File: src/rtl/cmd_decoder_pkg.sv
package cmd_decoder_pkg;

    typedef enum logic [2:0] {
        ST_IDLE,
        ST_GETCNT,
        ST_WRDATA,
        ST_RDREG,
        ST_RDRES
    } dec_state_e;

    localparam logic [7:0] OP_RDATA    = 8'h01;
    localparam logic [7:0] OP_CONT_ON  = 8'h03;
    localparam logic [7:0] OP_CONT_OFF = 8'h0F;
    localparam logic [7:0] OP_SYNC     = 8'hFC;
    localparam logic [7:0] OP_STANDBY  = 8'hFD;
    localparam logic [7:0] OP_RESET    = 8'hFE;
    localparam logic [7:0] OP_WAKE_LO  = 8'h00;
    localparam logic [7:0] OP_WAKE_HI  = 8'hFF;
    localparam logic [3:0] OPH_RREG    = 4'h1;
    localparam logic [3:0] OPH_WREG    = 4'h5;
    localparam logic [4:0] OPH_CAL     = 5'b11110;
    localparam logic [2:0] CAL_MAX     = 3'd4;

endpackage

File: src/rtl/ccs_serial_front.sv
module ccs_serial_front #(
    parameter int BYTE_W = 8
) (
    input  logic              clk,
    input  logic              rst_n,
    input  logic              cs_n,
    input  logic              sclk,
    input  logic              mosi,
    output logic              rise_o,
    output logic              byte_done_o,
    output logic [BYTE_W-1:0] byte_o,
    output logic              at_boundary_o
);

    localparam int CNT_W = $clog2(BYTE_W);

    typedef struct packed {
        logic              sclk_prev;
        logic [CNT_W-1:0]  cnt;
        logic [BYTE_W-1:0] sr;
    } fe_t;

    fe_t q, d;

    always_comb begin
        d = q;
        d.sclk_prev = sclk;
        rise_o      = sclk & ~q.sclk_prev & ~cs_n;
        byte_o      = {q.sr[BYTE_W-2:0], mosi};
        byte_done_o = rise_o && (q.cnt == CNT_W'(BYTE_W - 1));
        at_boundary_o = (q.cnt == '0);
        if (cs_n) begin
            d.cnt = '0;
            d.sr  = '0;
        end else if (rise_o) begin
            d.sr  = byte_o;
            d.cnt = byte_done_o ? '0 : q.cnt + CNT_W'(1);
        end
    end

    always_ff @(posedge clk or negedge rst_n) begin
        if (!rst_n) q <= '0;
        else        q <= d;
    end

endmodule

File: src/rtl/ccs_reg_bank.sv
module ccs_reg_bank #(
    parameter int                   NREG       = 16,
    parameter int                   REG_W      = 8,
    parameter int                   ADDR_W     = $clog2(NREG),
    parameter logic [NREG*REG_W-1:0] RESET_VALS = '0,
    parameter int                   ORDER_BIT  = 3
) (
    input  logic              clk,
    input  logic              rst_n,
    input  logic              restore,
    input  logic              we,
    input  logic [ADDR_W-1:0] waddr,
    input  logic [REG_W-1:0]  wdata,
    input  logic [ADDR_W-1:0] raddr,
    output logic [REG_W-1:0]  rdata,
    output logic              order_o
);

    logic [REG_W-1:0] mem_q [NREG];
    logic [REG_W-1:0] mem_d [NREG];

    for (genvar g = 0; g < NREG; g++) begin : g_ent
        always_comb begin
            if (restore)
                mem_d[g] = RESET_VALS[g*REG_W +: REG_W];
            else if (we && (waddr == ADDR_W'(g)))
                mem_d[g] = wdata;
            else
                mem_d[g] = mem_q[g];
        end

        always_ff @(posedge clk or negedge rst_n) begin
            if (!rst_n) mem_q[g] <= RESET_VALS[g*REG_W +: REG_W];
            else        mem_q[g] <= mem_d[g];
        end
    end

    assign rdata   = mem_q[raddr];
    assign order_o = mem_q[0][ORDER_BIT];

endmodule

File: src/rtl/ccs_out_shifter.sv
module ccs_out_shifter #(
    parameter int W     = 24,
    parameter int LEN_W = $clog2(W + 1)
) (
    input  logic             clk,
    input  logic             rst_n,
    input  logic             clear,
    input  logic             load,
    input  logic [W-1:0]     load_val,
    input  logic [LEN_W-1:0] load_len,
    input  logic             shift,
    output logic             bit_o,
    output logic             busy_o,
    output logic             last_o
);

    typedef struct packed {
        logic [W-1:0]     sr;
        logic [LEN_W-1:0] left;
    } sh_t;

    sh_t q, d;

    always_comb begin
        d = q;
        if (clear) begin
            d.sr   = '0;
            d.left = '0;
        end else if (load) begin
            d.sr   = load_val;
            d.left = load_len;
        end else if (shift && (q.left != '0)) begin
            d.sr   = {q.sr[W-2:0], 1'b0};
            d.left = q.left - LEN_W'(1);
        end
    end

    always_ff @(posedge clk or negedge rst_n) begin
        if (!rst_n) q <= '0;
        else        q <= d;
    end

    assign bit_o  = q.sr[W-1];
    assign busy_o = (q.left != '0);
    assign last_o = (q.left == LEN_W'(1));

endmodule

File: src/rtl/conv_cmd_slave.sv
module conv_cmd_slave
    import cmd_decoder_pkg::*;
#(
    parameter int                    RES_W      = 24,
    parameter int                    NREG       = 16,
    parameter int                    REG_W      = 8,
    parameter int                    ORDER_BIT  = 3,
    parameter logic [NREG*REG_W-1:0] RESET_VALS = 128'h0F0E_0D0C_0B0A_0908_0706_0504_0302_0131
) (
    input  logic             clk,
    input  logic             rst_n,
    input  logic             cs_n,
    input  logic             sclk,
    input  logic             mosi,
    output logic             miso,
    input  logic [RES_W-1:0] result_data,
    input  logic             result_valid,
    output logic             data_ready_n,
    output logic             cal_stb,
    output logic [2:0]       cal_kind,
    output logic             sync_stb,
    output logic             standby_stb,
    output logic             wakeup_stb,
    output logic             soft_reset_stb
);

    localparam int ADDR_W = $clog2(NREG);
    localparam int LEN_W  = $clog2(RES_W + 1);
    localparam int CNT_W  = 4;

    typedef struct packed {
        dec_state_e        st;
        logic [ADDR_W-1:0] addr;
        logic [CNT_W-1:0]  cnt;
        logic              wr;
        logic              cont;
        logic              drdy_n;
        logic              pend;
        logic              fresh;
        logic              rd_res;
        logic [RES_W-1:0]  hold;
        logic              cal;
        logic [2:0]        cal_kind;
        logic              sync;
        logic              stby;
        logic              wake;
        logic              srst;
    } ctl_t;

    localparam ctl_t CTL_RST = '{
        st: ST_IDLE, addr: '0, cnt: '0, wr: 1'b0, cont: 1'b0, drdy_n: 1'b1,
        pend: 1'b0, fresh: 1'b0, rd_res: 1'b0, hold: '0, cal: 1'b0,
        cal_kind: '0, sync: 1'b0, stby: 1'b0, wake: 1'b0, srst: 1'b0
    };

    ctl_t q, d;

    logic              fe_rise, fe_done, fe_bound;
    logic [7:0]        fe_byte;
    logic              sh_load, sh_bit, sh_busy, sh_last;
    logic [RES_W-1:0]  sh_val;
    logic [LEN_W-1:0]  sh_len;
    logic              reg_we, reg_restore, order_lsb;
    logic [ADDR_W-1:0] reg_waddr, rd_addr;
    logic [REG_W-1:0]  reg_wdata, reg_rdata;
    logic [RES_W-1:0]  res_word;
    logic              cont_load_ok;

    function automatic logic [RES_W-1:0] flip_bits(input logic [RES_W-1:0] v);
        logic [RES_W-1:0] r;
        for (int i = 0; i < RES_W; i++) r[i] = v[RES_W-1-i];
        return r;
    endfunction

    ccs_serial_front #(.BYTE_W(8)) u_front (
        .clk          (clk),
        .rst_n        (rst_n),
        .cs_n         (cs_n),
        .sclk         (sclk),
        .mosi         (mosi),
        .rise_o       (fe_rise),
        .byte_done_o  (fe_done),
        .byte_o       (fe_byte),
        .at_boundary_o(fe_bound)
    );

    ccs_reg_bank #(
        .NREG      (NREG),
        .REG_W     (REG_W),
        .ADDR_W    (ADDR_W),
        .RESET_VALS(RESET_VALS),
        .ORDER_BIT (ORDER_BIT)
    ) u_regs (
        .clk    (clk),
        .rst_n  (rst_n),
        .restore(reg_restore),
        .we     (reg_we),
        .waddr  (reg_waddr),
        .wdata  (reg_wdata),
        .raddr  (rd_addr),
        .rdata  (reg_rdata),
        .order_o(order_lsb)
    );

    ccs_out_shifter #(.W(RES_W), .LEN_W(LEN_W)) u_shift (
        .clk     (clk),
        .rst_n   (rst_n),
        .clear   (cs_n),
        .load    (sh_load),
        .load_val(sh_val),
        .load_len(sh_len),
        .shift   (fe_rise),
        .bit_o   (sh_bit),
        .busy_o  (sh_busy),
        .last_o  (sh_last)
    );

    assign res_word     = order_lsb ? flip_bits(q.hold) : q.hold;
    assign rd_addr      = (q.st == ST_RDREG) ? q.addr + ADDR_W'(1) : q.addr;
    assign cont_load_ok = q.cont && q.fresh && (q.st == ST_IDLE) && fe_bound && !sh_busy;

    always_comb begin
        d = q;
        d.cal  = 1'b0;
        d.sync = 1'b0;
        d.stby = 1'b0;
        d.wake = 1'b0;
        d.srst = 1'b0;
        sh_load     = 1'b0;
        sh_val      = '0;
        sh_len      = '0;
        reg_we      = 1'b0;
        reg_waddr   = q.addr;
        reg_wdata   = fe_byte;
        reg_restore = 1'b0;

        // result arrival: data-ready high this cycle, low the next
        if (result_valid) begin
            d.hold   = result_data;
            d.drdy_n = 1'b1;
            d.pend   = 1'b1;
            d.fresh  = 1'b0;
        end else if (q.pend) begin
            d.drdy_n = 1'b0;
            d.pend   = 1'b0;
            d.fresh  = 1'b1;
        end

        if (cs_n) begin
            d.st     = ST_IDLE;
            d.rd_res = 1'b0;
        end else if (fe_rise) begin
            // last result bit leaves: release data-ready unless newer data waits
            if (sh_last && q.rd_res) begin
                d.rd_res = 1'b0;
                if (!result_valid && !q.pend) d.drdy_n = 1'b1;
            end
            unique case (q.st)
                ST_IDLE: begin
                    if (fe_done) begin
                        if (fe_byte[7:4] == OPH_RREG || fe_byte[7:4] == OPH_WREG) begin
                            d.addr = fe_byte[ADDR_W-1:0];
                            d.wr   = (fe_byte[7:4] == OPH_WREG);
                            d.st   = ST_GETCNT;
                        end else if (fe_byte == OP_RDATA) begin
                            sh_load  = 1'b1;
                            sh_val   = res_word;
                            sh_len   = LEN_W'(RES_W);
                            d.fresh  = 1'b0;
                            d.rd_res = 1'b1;
                            d.st     = ST_RDRES;
                        end else if (fe_byte == OP_CONT_ON) begin
                            d.cont = 1'b1;
                        end else if (fe_byte == OP_CONT_OFF) begin
                            d.cont = 1'b0;
                        end else if (fe_byte[7:3] == OPH_CAL && fe_byte[2:0] <= CAL_MAX) begin
                            d.cal      = 1'b1;
                            d.cal_kind = fe_byte[2:0];
                        end else if (fe_byte == OP_SYNC) begin
                            d.sync = 1'b1;
                        end else if (fe_byte == OP_STANDBY) begin
                            d.stby = 1'b1;
                        end else if (fe_byte == OP_RESET) begin
                            d.srst      = 1'b1;
                            d.cont      = 1'b0;
                            reg_restore = 1'b1;
                        end else if (fe_byte == OP_WAKE_LO || fe_byte == OP_WAKE_HI) begin
                            d.wake = 1'b1;
                        end
                    end
                end
                ST_GETCNT: begin
                    if (fe_done) begin
                        d.cnt = fe_byte[CNT_W-1:0];
                        if (q.wr) begin
                            d.st = ST_WRDATA;
                        end else begin
                            sh_load = 1'b1;
                            sh_val  = {reg_rdata, {(RES_W-REG_W){1'b0}}};
                            sh_len  = LEN_W'(REG_W);
                            d.st    = ST_RDREG;
                        end
                    end
                end
                ST_WRDATA: begin
                    if (fe_done) begin
                        reg_we = 1'b1;
                        d.addr = q.addr + ADDR_W'(1);
                        if (q.cnt == '0) d.st = ST_IDLE;
                        else             d.cnt = q.cnt - CNT_W'(1);
                    end
                end
                ST_RDREG: begin
                    if (sh_last) begin
                        if (q.cnt == '0) begin
                            d.st = ST_IDLE;
                        end else begin
                            d.cnt   = q.cnt - CNT_W'(1);
                            d.addr  = q.addr + ADDR_W'(1);
                            sh_load = 1'b1;
                            sh_val  = {reg_rdata, {(RES_W-REG_W){1'b0}}};
                            sh_len  = LEN_W'(REG_W);
                        end
                    end
                end
                ST_RDRES: begin
                    if (sh_last) d.st = ST_IDLE;
                end
                default: d.st = ST_IDLE;
            endcase
        end else if (cont_load_ok) begin
            sh_load  = 1'b1;
            sh_val   = res_word;
            sh_len   = LEN_W'(RES_W);
            d.fresh  = 1'b0;
            d.rd_res = 1'b1;
        end
    end

    always_ff @(posedge clk or negedge rst_n) begin
        if (!rst_n) q <= CTL_RST;
        else        q <= d;
    end

    assign miso           = ~cs_n & sh_busy & sh_bit;
    assign data_ready_n   = q.drdy_n;
    assign cal_stb        = q.cal;
    assign cal_kind       = q.cal_kind;
    assign sync_stb       = q.sync;
    assign standby_stb    = q.stby;
    assign wakeup_stb     = q.wake;
    assign soft_reset_stb = q.srst;

endmodule

File: config.mk
export PLATFORM = sky130hd
export DESIGN_NAME = conv_cmd_slave
export DESIGN_NICKNAME = d
export VERILOG_FILES = /design/src/rtl/cmd_decoder_pkg.sv /design/src/rtl/ccs_serial_front.sv /design/src/rtl/ccs_reg_bank.sv /design/src/rtl/ccs_out_shifter.sv /design/src/rtl/conv_cmd_slave.sv
export SDC_FILE = /design/constraint.sdc
export NUM_CORES = 1
export LEC_CHECK = 0
export BUFFER_PORTS_ARGS = -buffer_cell sky130_fd_sc_hd__buf_4
export CAP_MARGIN = 25
export CORE_ASPECT_RATIO = 0.75
export CORE_MARGIN = 2
export CORE_UTILIZATION = 50
export CTS_CLUSTER_DIAMETER = 60
export CTS_CLUSTER_SIZE = 10
export DETAILED_ROUTE_END_ITERATION = 8
export GPL_TIMING_DRIVEN = 0
export PLACE_DENSITY = 0.66
export SETUP_SLACK_MARGIN = 0.1
export SYNTH_ARGS = -nofsm -noshare
export SYNTH_HDL_FRONTEND = slang
export SYNTH_HIERARCHICAL = 1
export SYNTH_SLANG_ARGS = --single-unit
File: constraint.sdc
create_clock -name clk -period 6 [get_ports clk]
set_clock_uncertainty 0.15 [all_clocks]
set_input_delay 0.6 -clock clk [delete_from_list [all_inputs] [get_ports clk]]
set_output_delay 0.6 -clock clk [all_outputs]
set_load 0.005 [all_outputs]
== Word-level counts from Yosys, hierarchy flattened ==
Cells that the tools add are included.
Widths: inputs -> output; s select.
Operators by class
  $add $sub $neg: 4
  order comparisons: 2
  eq/ne operators: 47
  muxes and demuxes: 149
  bitwise gates (word level): 11
  reduce and logical (&&, ||, !) cells: 64
Operators with widths (number)
  $mux 8: 43
  $mux 24: 10
  $mux 29: 3
  $pmux 24 s3: 1
  $mux 1: 46
  $mux 11: 4
  $mux 4: 10
  $reduce_bool 2->1: 17
  $bmux 8 s4: 1
  $eq 4x4->1 const B: 8
  $eq 8x8->1 const B: 4
  $mux 3: 10
  $logic_and 1x1->1: 25
  $mux 5: 5
  $ne 3x3->1 const B: 8
  $pmux 4 s3: 2
  $eq 4x3->1 const B: 5
  $mux 2: 9
  $reduce_and 8->1: 2
  $pmux 3 s5: 1
  $pmux 5 s3: 1
  $reduce_bool 3->1: 5
  $mux 14: 1
  $ne 2x2->1 const B: 6
  other kinds (33): 50
Word-level totals
  register bits after elaboration: 217
  output and inout port bits: 10
  word-level logic and storage cells: 314

== Longest topological paths before layout ==
Gate-level depths: netlist of run 1.
  word-level depth: 15
  mapped depth: 14
  mapped depth without buffers: 10

== Hierarchy ==
The synthesis of run 1 kept the hierarchy.
Modules (own cells, without submodules)
  ccs_reg_bank: times used 1, cells each 649, area an instance 6702.7 um^2, sequential area each 3246.9 um^2
  conv_cmd_slave: times used 1, cells each 295, area an instance 3016.6 um^2, sequential area each 1227.4 um^2
  ccs_out_shifter: times used 1, cells each 177, area an instance 1619.1 um^2, sequential area each 725.7 um^2
  ccs_serial_front: times used 1, cells each 62, area an instance 579.3 um^2, sequential area each 275.3 um^2

== Worst setup path after synthesis of run 1 ==
No wires, ideal clock.
  kind: register to register
  start point: register u_shift/q[1] (netlist bit)
  end point: register u_shift.q (netlist bit u_shift/bit_o)
  setup time: 0.104 ns
  data arrival time: 2.761 ns
  data required time: 5.746 ns
  setup slack: 2.985 ns
  stages on the path, launching flop included: 12
  clock period less this slack: 3.015 ns
  path through: dfrtp_1 -> inv_1 -> ha_1 -> nor4b_1 -> inv_1 -> o32ai_1 -> nand2_1 -> a211oi_1 -> clkbuf_1 -> buf_1 -> a31oi_1 -> a221oi_1
On the way
  elaborated cells between the ends (all ways): 17
  classes of those cells: 1 x eq/ne; 11 x mux; 5 x reduce/logical
RTL lines
  start, declared: RTL line ccs_out_shifter.sv:22  | sh_t q, d;
  start signal, assigned: RTL line ccs_out_shifter.sv:39  | if (!rst_n) q <= '0;
  start signal, assigned: RTL line ccs_out_shifter.sv:40  | else q <= d;
  $eq 5x1->1 (*): RTL line ccs_out_shifter.sv:45  | assign last_o = (q.left == LEN_W'(1));
  named net sh_last: RTL line conv_cmd_slave.sv:60  | logic sh_load, sh_bit, sh_busy, sh_last;
  $mux 1 (*): RTL line conv_cmd_slave.sv:214  | if (sh_last) begin
  $pmux 1 s3 (*): RTL line conv_cmd_slave.sv:158  | unique case (q.st)
  $mux 1 (*): RTL line conv_cmd_slave.sv:152  | end else if (fe_rise) begin
  $mux 1 (*): RTL line conv_cmd_slave.sv:149  | if (cs_n) begin
  named net sh_load: RTL line conv_cmd_slave.sv:60
  $mux 29: RTL line ccs_out_shifter.sv:29  | end else if (load) begin
  $mux 29: RTL line ccs_out_shifter.sv:26  | if (clear) begin
The timed path passes the listed nets; every way through them passes the cells marked *.
A chain may end at the register's enable or synchronous reset.

== Worst setup path in the final report of run 1 ==
  start point: register u_front/q[11] (netlist bit)
  end point: register u_regs/mem_q[95] (netlist bit)
On the way
  word-level cells in the longest chain between the ends: 10
  elaborated cells between the ends (all ways): 15
  classes of those cells: 9 x mux; 3 x bitwise; 3 x reduce/logical
RTL lines
  start, declared: RTL line ccs_serial_front.sv:23  | fe_t q, d;
  start signal, assigned: RTL line ccs_serial_front.sv:42  | if (!rst_n) q <= '0;
  start signal, assigned: RTL line ccs_serial_front.sv:43  | else q <= d;
  $not 1->1 (*): RTL line ccs_serial_front.sv:28  | rise_o = sclk & ~q.sclk_prev & ~cs_n;
  $and 1x1->1 (*) (2 in series): RTL line ccs_serial_front.sv:28
  named net fe_rise: RTL line conv_cmd_slave.sv:58  | logic fe_rise, fe_done, fe_bound;
  $logic_and 1x1->1 (*): RTL line ccs_serial_front.sv:30  | byte_done_o = rise_o && (q.cnt == CNT_W'(BYTE_W - 1));
  named net fe_done: RTL line conv_cmd_slave.sv:58
  $mux 1: RTL line conv_cmd_slave.sv:206  | if (fe_done) begin
  $mux 1: RTL line conv_cmd_slave.sv:158
  $mux 1: RTL line conv_cmd_slave.sv:152
  $mux 1: RTL line conv_cmd_slave.sv:149
  $logic_and 1x1->1: RTL line ccs_reg_bank.sv:26  | else if (we && (waddr == ADDR_W'(g)))
  $reduce_bool 2->1 (no line)
  end signal, assigned by index: RTL line ccs_reg_bank.sv:33  | if (!rst_n) mem_q[g] <= RESET_VALS[g*REG_W +: REG_W];
  end signal, assigned by index: RTL line ccs_reg_bank.sv:34  | else mem_q[g] <= mem_d[g];
  end, declared: RTL line ccs_reg_bank.sv:19  | logic [REG_W-1:0] mem_q [NREG];
Marked as above.

==> qor.txt, run 1 <==
die area: 25100 µm²
area post-placement: 12660 µm²
CTS H-tree lvls: 1
Placed Cells: 1526
CTS tree: done
Clk Latency, worst-skew pair: 530 ps
initial antenna violation count: 0
number of synthesized flops with an enable pin: 0
Crit path buffers/inverters: 3
min-delay src: sclk
FF+latch count, synth: 217
worst-path maximum fanout: 10
RR Startpoint: u_front/q[11]
DP HPWL: 25310 µm
Clock Path Buffers: 3
I/O pin cnt: 40
Max Cap Viol: 0
final instance area: 13340 µm²
fin nets: 1293
worst-path cell chain: nand2b_1, buf_4, nor2_4, and2_1, and3b_1, nand3_2, nand2b_1, nor3b_1, clkbuf_1, clkbuf_1, a21oi_1
layout cells sized above 1: 18.83%
critical path required time: 6230 ps
Routed Antenna Nets: 0
Hold Violations, Final: 0
DIE WIDTH: 182.3 µm
Pwr per Cell Area: 229.6 nW/µm²
average size of a mapped cell: 10.07 µm²
DR vias: 10.25k
synth unique cells: 82
Yosys top cell by area: dfrtp_1
Worst setup SP type: register
cells after synthesis: 1183
clk root buf: clkbuf_16
Layout Cells excl Fill: 1564
Post-synth ARST share: 100.0%
GRT overflow: 0
Final Wtd Congestion: 0.9141
Hold Path End: u_front/q[11]
commonest cells in the netlist: 181 x dfrtp_1, 130 x o21ai_0, 109 x a21oi_1
ys flop type: dfrtp_1
Max transition margin: 47.01%
area share of the largest cell type after synthesis: 38.01%
Post-CTS Setup Inserts: 0
TNS Setup: 0 ps
slowest cell on the critical path: clkbuf_1
RSZ-0062 raised after global routing: false
register area share after synthesis: 45.94%
P_leak: 5.763 nW
Clock transition at path regs: 60 ps
final setup fails: 0
worst IR drop on VDD: 241.7 µV
P&R area growth vs syn: 11.97%
First-pass DRT Iterations: 6
clock sink count: 217
status: completed
Starting Density: 51.41%
Via density: 6.552
ANT cells: 0
Worst EP arrival: 3950 ps
Die Y: 137.7 µm
core area: 23180 µm²
Post-CTS Resized: 0
FF-to-FF End: u_regs/mem_q[95]
hold path cells: 1
top cells by area, synth: dfrtp_1 38%, dfstp_2 7.9%, o21ai_0 5.5%
Rows: 48
DRC Markers: 0
Initial DRC Count: 1307
total CTS buffers: 25
R2R Setup Slk: 2280 ps
PortBufs: 39
post-route clock period utilization: 62.08%
fin crit period: 3725 ps
vias in the first global route: 9836
Crit. End Element: register
Crit Path Category: reg -> reg
crit-path max cell delay: 540 ps
most frequent cell after synthesis: dfrtp_1
Max Transition Viols Final: 0
Peak Freq: 0.2685 GHz
worst r2r path cells: 11
Largest delay share family, worst path: simple AND/OR/NAND/NOR gates
largest net degree at the start of global routing: 86
post-synthesis cell area: 11920 µm²
pin slew with the least headroom to its limit: 794.8 ps
GRT Total Usage: 29.96%
first-pass GRT wire length: 57970 µm
Routed WL: 37140 µm
Yosys warning count: 6
DR WL/cell: 23.74 µm
HP Class: in -> reg
==> power breakdown <==
group | switching [mW] | total, mW | internal (mW)
registers | 0.0218 | 1.51 | 1.49
clock network | 0.595 | 1.35 | 0.755
logic | 0.128 | 0.200 | 0.0725
total | 0.745 | 3.06 | 2.32
==> flip-flops by register name (all words and copies together) (netlist names) <==
name / count
cal_kind: 3
cal_stb: 1
data_ready_n: 1
q: 36
reg_waddr: 4
soft_reset_stb: 1
standby_stb: 1
sync_stb: 1
u_front/byte_o: 7
u_front/q: 4
u_regs/mem_q: 127
u_regs/order_o: 1
u_shift/bit_o: 1
u_shift/q: 28
wakeup_stb: 1
==> final cells by class <==
class | instances | area [µm²]
Fill cell | 2054 | 9838
Multi-Input combinational cell | 791 | 5592
Sequential cell | 217 | 5475
Buffer | 135 | 698.2
Clock buffer | 34 | 659.4
Tap cell | 300 | 375.4
Timing Repair Buffer | 43 | 370.4
Inverter | 42 | 160.2
Clock inverter | 2 | 13.76
==> kinds of logic after synthesis <==
group                    after synthesis  synth area share (%)
AO/OA/AOI/OAI                        383                 19.74
AND/OR/NAND/NOR                      306                 14.33
buffers and inverters                177                 7.202
other                                  1               0.03147
adder cells (fa/ha/maj)                8                0.8399
multiplexers                          88                 11.70
XOR/XNOR                               3                0.2205
flip-flops                           217                 45.94
==> metal layers <==
layer | routed length (µm) | GRT usage (%) | up-vias | part of all wire, %
li1 | - | - | 4539 | -
met1 | 17330 | 46.73 | 5052 | 47
met2 | 14880 | 40.86 | 584 | 40
met3 | 4083 | 8.036 | 72 | 11
met4 | 844 | 7.303 | 0 | 2.3
met5 | 0 | 0 | - | 0
==> worst reg2reg max path: stages, from the launching register on <==
cell	delay, ps
dfrtp_1	380
nand2b_1	140
buf_4	180
nor2_4	180
and2_1	310
and3b_1	290
nand3_2	160
nand2b_1	220
nor3b_1	390
clkbuf_1	520
clkbuf_1	550
a21oi_1	110
==> cell usage in the layout (no fill, tap or decap), drive strengths merged, types with 31 or more instances in the layout <==
| master | synthesis | final |
|---|---|---|
| dfrtp | 181 | 181 |
| buf | 72 | 113 |
| a21oi | 109 | 109 |
| dfstp | 36 | 36 |
| o21ai | 133 | 133 |
| inv | 42 | 43 |
| mux2 | 31 | 31 |
| and3 | 34 | 34 |
| clkbuf | 60 | 95 |
| nand3 | 105 | 105 |
| mux4 | 32 | 32 |
| a211o | 33 | 33 |
| nand2 | 52 | 52 |
==> per-stage QoR <==
step	setup WS (ps)	util, %	total power, mW	hold WS, ps
global placement	2197	54.32	1.729	285.1
global route	2047	57.56	3.175	29.90
finish	2275	57.56	3.064	51.76
detailed placement	2114	54.59	1.736	297.5
CTS	2154	57.54	3.088	33.02
floorplan	2985	-	1.640	154.4
==> timing repair <==
| item | CTS | global route |
|---|---|---|
| endpoints found under the hold margin | 41 | 0 |
| hold buffers | 1 | 0 |
| endpoints found under the setup margin | 0 | 0 |
==> worst max-delay path by stage <==
stage	from	endpoint	slack [ps]	depth (start not counted)
after global placement	sclk	u_regs/mem_q[122]	2200	12
after global routing	u_front/byte_o[4]	u_shift/q[19]	2050	10
after detailed placement	sclk	u_regs/mem_q[95]	2110	12
after CTS	u_shift/q[1]	u_shift/q[15]	2150	11
after floorplan	u_shift/q[1]	u_shift/bit_o	2990	11
final	u_front/q[11]	u_regs/mem_q[95]	2280	11
(Power assumes the default switching activity.)
==> run 2, diff against run 1 <==
- ABC_AREA: default -> 1
- PLACE_DENSITY: 0.66 -> 0.69
- clock period: 6 -> 3.2 ns (I/O delays scaled with it)
==> qor.txt, run 2 <==
worst IR drop on VDD: 435.6 µV (+80%)
Gate power share: 8.4% (+1.9 points)
Clock Path Buffers: 3 (unchanged)
GRT overflow: 0 (unchanged)
Peak Freq: 0.3342 GHz (+24%)
Final Wtd Congestion: 0.9855 (+7.8%)
TNS Setup: 0 ps (unchanged)
clock sink count: 217 (unchanged)
Total Power: 5.916 mW (+93%)
area share of the largest cell type after synthesis: 36.42% (-1.6 points)
DR WL/cell: 16.80 µm (-29%)
post-route clock period utilization: 93.50% (+31 points)
Rows: 49 (+2.1%)
First-pass DRT Iterations: 6 (unchanged)
worst-path cell chain: ha_1, ha_2, nor3b_4, inv_2, nor2_2, nand3_2, nor2_4, inv_1, nor2_2, buf_6, buf_4, nor2_1, inv_1, nand2_1, o21ai_0
DP HPWL: 25390 µm (+0.33%)
core area: 24220 µm² (+4.5%)
number of synthesized flops with an enable pin: 0 (unchanged)
register area share after synthesis: 44.02% (-1.9 points)
cells after synthesis: 1657 (+40%)
worst-path maximum fanout: 7 (-3)
Reg power frac: 47.9% (-1.5 points)
commonest non-fill, non-tap cell in the layout: nand2_1
Die Y: 140.6 µm (+2.1%)
Max Transition Viols Final: 0 (unchanged)
max reg flops: 127 (unchanged)
Fillers: 2226 (+8.4%)
CTS H-tree lvls: 1 (unchanged)
slowest cell on the critical path: nor2_1
Initial DRC Count: 1290 (-1.3%)
synth unique cells: 42 (-49%)
Crit Path Category: reg -> reg
PortBufs: 39 (unchanged)
DR vias: 11.17k (+9.0%)
layout cells sized above 1: 19.16% (+0.33 points)
DRC Markers: 0 (unchanged)
Clock transition at path regs: 60 ps (about the same)
R2R Setup Slk: 210 ps (-2070 ps)
Sw Share: 25.19% (+0.88 points)
DIE WIDTH: 186.1 µm (+2.1%)
HP Class: in -> reg
pin slew with the least headroom to its limit: 888.7 ps (+93.85 ps)
Max Used Layer: met4
total CTS buffers: 25 (unchanged)
cell internal pwr: 4.426 mW (+91%)
Routed Antenna Nets: 0 (unchanged)
Worst EP arrival: 3280 ps (-670 ps)
Critical Path Source: u_front/q[8]
commonest cells in the netlist: 517 x nand2_1, 226 x inv_1, 181 x dfrtp_1
Crit. End Element: register
ANT cells: 0 (unchanged)
Clk pwr share: 43.8% (-0.3 points)
metal1 wirelength: 17030 µm (-1.7%)
top cells by area, synth: dfrtp_1 36%, nand2_1 16%, dfstp_2 7.6%
average size of a mapped cell: 7.506 µm² (-25%)
fin nets: 1804 (+40%)
Post-synth ARST share: 100.0% (unchanged)
Via density: 5.280 (-19%)
Routed WL: 35560 µm (-4.2%)
FF+latch count, synth: 217 (unchanged)
routed length on met3: 3674 µm (-10%)
DP Worst Slack: -323.6 ps (-2438 ps)
I/O pin cnt: 40 (unchanged)
RR Startpoint: u_front/q[8]
most frequent cell after synthesis: nand2_1
FF-to-FF End: u_regs/mem_q[97]
Hold Violations, Final: 0 (unchanged)
initial antenna violation count: 0 (unchanged)
Pwr per Cell Area: 409.4 nW/µm² (+78%)
commonest non-fill, non-tap cells in the layout: 508 x nand2_1, 221 x inv_1, 179 x dfrtp_1
P_leak: 7.062 nW (+23%)
Yosys warning count: 6 (unchanged)
Top reg by flops: u_regs/mem_q
post-synthesis cell area: 12440 µm² (+4.4%)
Clk Latency, worst-skew pair: 540 ps (about the same)
largest net degree at the start of global routing: 121 (+41%)
CTS tree: done
Critical Path End: u_regs/mem_q[97]
P&R area growth vs syn: 16.18%
vias in the first global route: 10.23k (+4.0%)
Max Cap Viol: 0 (unchanged)
Layout Cells excl Fill: 2116 (+35%)
Yosys top cell by area: dfrtp_1
fin crit period: 2992 ps (-732.9 ps)
RSZ-0062 raised after global routing: true
final setup fails: 0 (unchanged)
die area: 26160 µm² (+4.2%)
first-pass GRT wire length: 56170 µm (-3.1%)
clk root buf: clkbuf_16
GRT Total Usage: 27.63% (-2.3 points)
Worst setup SP type: register
final setup margin: 208.0 ps (-2067 ps)
top flop regs: u_regs/mem_q x127, q x36, u_shift/q x28
critical path required time: 3490 ps (-2740 ps)
met2 wire len: 14460 µm (-2.8%)
crit-path max cell delay: 450 ps (-90 ps)
Placed Cells: 2031 (+33%)
worst r2r path cells: 15 (+4)
Starting Density: 51.36% (-0.052 points)
sw power: 1.490 mW (+100%)
ys flop type: dfrtp_1
Max transition margin: 40.75% (-6.3 points)
status: completed
## run 2: cell count changes after synthesis, moves of 39 or more
cell / before / now
a21oi_1: 109 / 5
inv_1: 40 / 226
nand2_1: 52 / 517
nand3_1: 104 / 175
nor2_1: 17 / 73
o21ai_2: 0 / 39
## run 2: cells by family (layout without fill, tap and decap cells)
kind of cell / after synthesis / count (layout) / synth area share (%)
AND/OR/NAND/NOR: 847 / 847 / 30.36
other: 1 / 3 / 0.03015
buffers and inverters: 328 / 454 / 12.45
flip-flops: 217 / 217 / 44.02
AO/OA/AOI/OAI: 253 / 253 / 12.11
adder cells (fa/ha/maj): 8 / 8 / 0.8049
XOR/XNOR: 3 / 3 / 0.2113
## run 2: layout make-up
| class | count | area (µm²) | share of cell area (%) |
|---|---|---|---|
| multi-input cells | 1114 | 5514 | 38.16 |
| flip-flops and latches | 217 | 5478 | 37.91 |
| clock inverters | 2 | 13.76 | 0.09525 |
| repair buffers | 80 | 695.7 | 4.815 |
| inverters | 240 | 918.4 | 6.356 |
| plain buffers | 88 | 718.2 | 4.971 |
| well taps | 331 | 414.1 | 2.866 |
| clock buffers | 44 | 696.9 | 4.823 |
## run 2: how the worst min path moves through the flow
stage	from	end	slack (ps)	cells past startpoint
2_1_floorplan	rst_n	cal_kind[0]	-130	0
3_3_place_gp	q[34]	data_ready_n	260	1
3_5_place_dp	q[34]	data_ready_n	270	1
4_1_cts	cs_n	q[32]	120	4
5_1_grt	cs_n	q[32]	170	4
6_report	cs_n	q[32]	150	4
## run 2: repair_timing
action / CTS / global route
resized for setup: 28 / 54
hold buffers: 28 / 0
pin swaps: 0 / 5
setup endpoints to repair: 149 / 117
setup buffers: 4 / 7
hold endpoints to repair: 129 / 0
## run 2: worst max-delay path: cells and delay by family (launching register included)
family | cells | cell delay, ps
AO/OA/AOI/OAI | 1 | 90
buffers and inverters | 5 | 840
AND/OR/NAND/NOR | 7 | 1030
flip-flops | 1 | 390
adder cells (fa/ha/maj) | 2 | 400
## run 2: power by group through the flow
stage / combinational, mW / clock, mW / sequential (mW)
final: 0.495 / 2.59 / 2.83
after global placement: 0.442 / 0 / 2.88
after CTS: 0.492 / 2.65 / 2.83
after floorplan: 0.279 / 0 / 2.87
after detailed placement: 0.460 / 0 / 2.88
after global routing: 0.555 / 2.76 / 2.83
## run 2: layer usage
layer	global-route usage, %	up-vias
li1	-	5422
met3	7.414	31
met1	43.71	5285
met4	4.227	0
met2	38.15	434
met5	0	-
## run 2: through the flow
stage	util (%)	hold WS [ps]	instance area, µm²
6_report	59.66	148.4	14450
5_1_grt	59.66	165.2	14450
4_1_cts	58.94	120.7	14270
3_5_place_dp	54.47	267.4	13190
3_3_place_gp	54.31	261.5	13150
2_1_floorplan	-	-125.6	12440
==> run 3, diff against run 2 <==
- CORE_UTILIZATION: 50 -> 57
- PLACE_DENSITY: 0.69 -> 0.77
==> qor.txt, run 3 (same netlist as run 2, synthesis figures left out) <==
status: completed
worst-path cell chain: ha_1, ha_2, nor3b_4, inv_2, nor2_2, nand3_1, nor2_4, inv_1, nor2_2, buf_6, buf_4, nor2_1, nand2_1, o21ai_0
Max Cap Viol: 0 (unchanged)
Crit path buffers/inverters: 4 (-1)
Routed Antenna Nets: 0 (unchanged)
Worst setup SP type: register
Rows: 46 (-6.1%)
final setup margin: 150.2 ps (-57.79 ps)
Die Y: 131.9 µm (-6.2%)
HP Class: in -> reg
min-delay src: cs_n
clk root buf: clkbuf_16
R2R Setup Slk: 150 ps (-60 ps)
Pwr per Cell Area: 406.5 nW/µm² (-0.72%)
total CTS buffers: 25 (unchanged)
Top reg by flops: u_regs/mem_q
worst-path maximum fanout: 8 (+1)
P&R area growth vs syn: 16.01%
met2 usage: 42.42% (+4.3 points)
core area: 21300 µm² (-12%)
PortBufs: 39 (unchanged)
Routed WL: 34860 µm (-2.0%)
worst r2r path cells: 14 (-1)
Total Power: 5.865 mW (-0.86%)
Peak Freq: 0.3279 GHz (-1.9%)
Final Util: 67.75% (+8.1 points)
max reg flops: 127 (unchanged)
worst IR drop on VDD: 333.9 µV (-23%)
commonest non-fill, non-tap cells in the layout: 513 x nand2_1, 219 x inv_1, 180 x dfrtp_1
Crit Path Category: reg -> reg
Clk Latency, worst-skew pair: 520 ps (-20 ps)
Max transition margin: 32.70% (-8.1 points)
DR vias: 11.45k (+2.5%)
ANT cells: 0 (unchanged)
CTS H-tree lvls: 1 (unchanged)
Initial DRC Count: 1284 (-0.47%)
final setup fails: 0 (unchanged)
GRT Total Usage: 30.43% (+2.8 points)
DP Worst Slack: -305.4 ps (+18.22 ps)
Levels on crit path: 14 (-1)
FF-to-FF End: u_regs/mem_q[106]
area of the multi-input gates: 5518 µm² (about the same)
Crit path top cell by count: nor2_2
M1 GR Usage: 48.72% (+5.0 points)
top flop regs: u_regs/mem_q x127, q x36, u_shift/q x28
DIE WIDTH: 174.6 µm (-6.2%)
critical path required time: 3460 ps (-30 ps)
Final Wtd Congestion: 0.9320 (-5.4%)
Hold Violations, Final: 0 (unchanged)
largest net degree at the start of global routing: 111 (-8.3%)
fin crit period: 3050 ps (+57.79 ps)
GRT busiest layer: met1
Critical Path End: u_regs/mem_q[106]
layout cells sized above 1: 19.17% (about the same)
Fillers: 1825 (-18%)
Via density: 5.511 (+4.4%)
P_leak: 7.087 nW (+0.36%)
CTS tree: done
DP HPWL: 24900 µm (-1.9%)
vias in the first global route: 10.36k (+1.3%)
slowest cell on the critical path: nor2_1
Clock transition at path regs: 60 ps (about the same)
I/O pin cnt: 40 (unchanged)
initial antenna violation count: 0 (unchanged)
DRC Markers: 0 (unchanged)
clock sink count: 217 (unchanged)
Clock Path Buffers: 3 (unchanged)
Largest delay share family, worst path: simple AND/OR/NAND/NOR gates
Max Transition Viols Final: 0 (unchanged)
DR WL/cell: 16.79 µm (-0.11%)
die area: 23030 µm² (-12%)
Worst EP arrival: 3310 ps (+30 ps)
crit-path max cell delay: 760 ps (+310 ps)
fin nets: 1810 (+0.33%)
Crit. End Element: register
grt met3 use: 6.834% (-0.58 points)
Critical Path Source: u_front/q[8]
first-pass GRT wire length: 56190 µm (about the same)
GRT overflow: 0 (unchanged)
commonest non-fill, non-tap cell in the layout: nand2_1
pin slew with the least headroom to its limit: 1006 ps (+117.1 ps)
post-route clock period utilization: 95.31% (+1.8 points)
RR Startpoint: u_front/q[8]
RSZ-0062 raised after global routing: true
sequential cell area: 5477 µm² (about the same)
Starting Density: 58.40% (+7.0 points)
First-pass DRT Iterations: 5 (-1)
## run 3: cell count changes in the layout (fill, tap and decap cells not counted), moves of 2 or more
cell / delta
inv_2: +2
buf_2: -4
nand2_2: -6
inv_1: -2
buf_4: +8
clkbuf_2: +2
nand2_1: +5
## run 3: cell type report
class / count / share of cell area (%)
clock buffers: 43 / 4.804
flip-flops and latches: 217 / 37.96
repair buffers: 86 / 5.134
well taps: 288 / 2.498
plain buffers: 88 / 4.961
multi-input cells: 1114 / 38.24
clock inverters: 1 / 0.03469
inverters: 240 / 6.365
## run 3: worst register-to-register path: stages, from the launching register on
cell	delay [ps]
dfrtp_1	380
ha_1	200
ha_2	200
nor3b_4	170
inv_2	110
nor2_2	50
nand3_1	130
nor2_4	70
inv_1	110
nor2_2	60
buf_6	130
buf_4	170
nor2_1	760
nand2_1	120
o21ai_0	140
## run 3: worst min path at each step
stage | to | slack (ps) | cells after the start
after floorplan | cal_kind[0] | -130 | 0
after global placement | data_ready_n | 260 | 1
after detailed placement | data_ready_n | 270 | 1
after CTS | u_shift/q[3] | 140 | 4
after global routing | u_shift/q[3] | 200 | 4
final | u_shift/q[3] | 170 | 4
## run 3: layer usage
layer | up-vias | wire (µm)
met5 | - | 0
met4 | 0 | 508
met3 | 40 | 3757
met2 | 525 | 14340
met1 | 5450 | 16260
li1 | 5431 | -
## run 3: through the flow
| step | cells | cell area (µm²) | hold slack (ps) | TNS (ps) |
|---|---|---|---|---|
| CTS | 2062 | 14170 | 142.6 | 0 |
| floorplan | 1659 | 12440 | -125.6 | 0 |
| global route | 2077 | 14430 | 200.1 | 0 |
| global placement | 1986 | 13100 | 258.9 | -29100 |
| detailed placement | 1988 | 13140 | 265.4 | -17120 |
| finish | 2077 | 14430 | 174.6 | 0 |
## run 3: power by group
group | leakage (nW) | internal (mW) | switching [mW]
registers | 2.40 | 2.79 | 0.0384
logic | 4.35 | 0.171 | 0.323
clock network | 0.333 | 1.45 | 1.08
total | 7.09 | 4.42 | 1.45
## run 3: timing repair
action                                 in CTS  in global routing
pin swaps                                   0                  4
buffers inserted                            2                 15
resized for setup                          17                 70
hold buffers                               28                  0
endpoints found under the hold margin     114                  0
setup endpoints to repair                 146                118
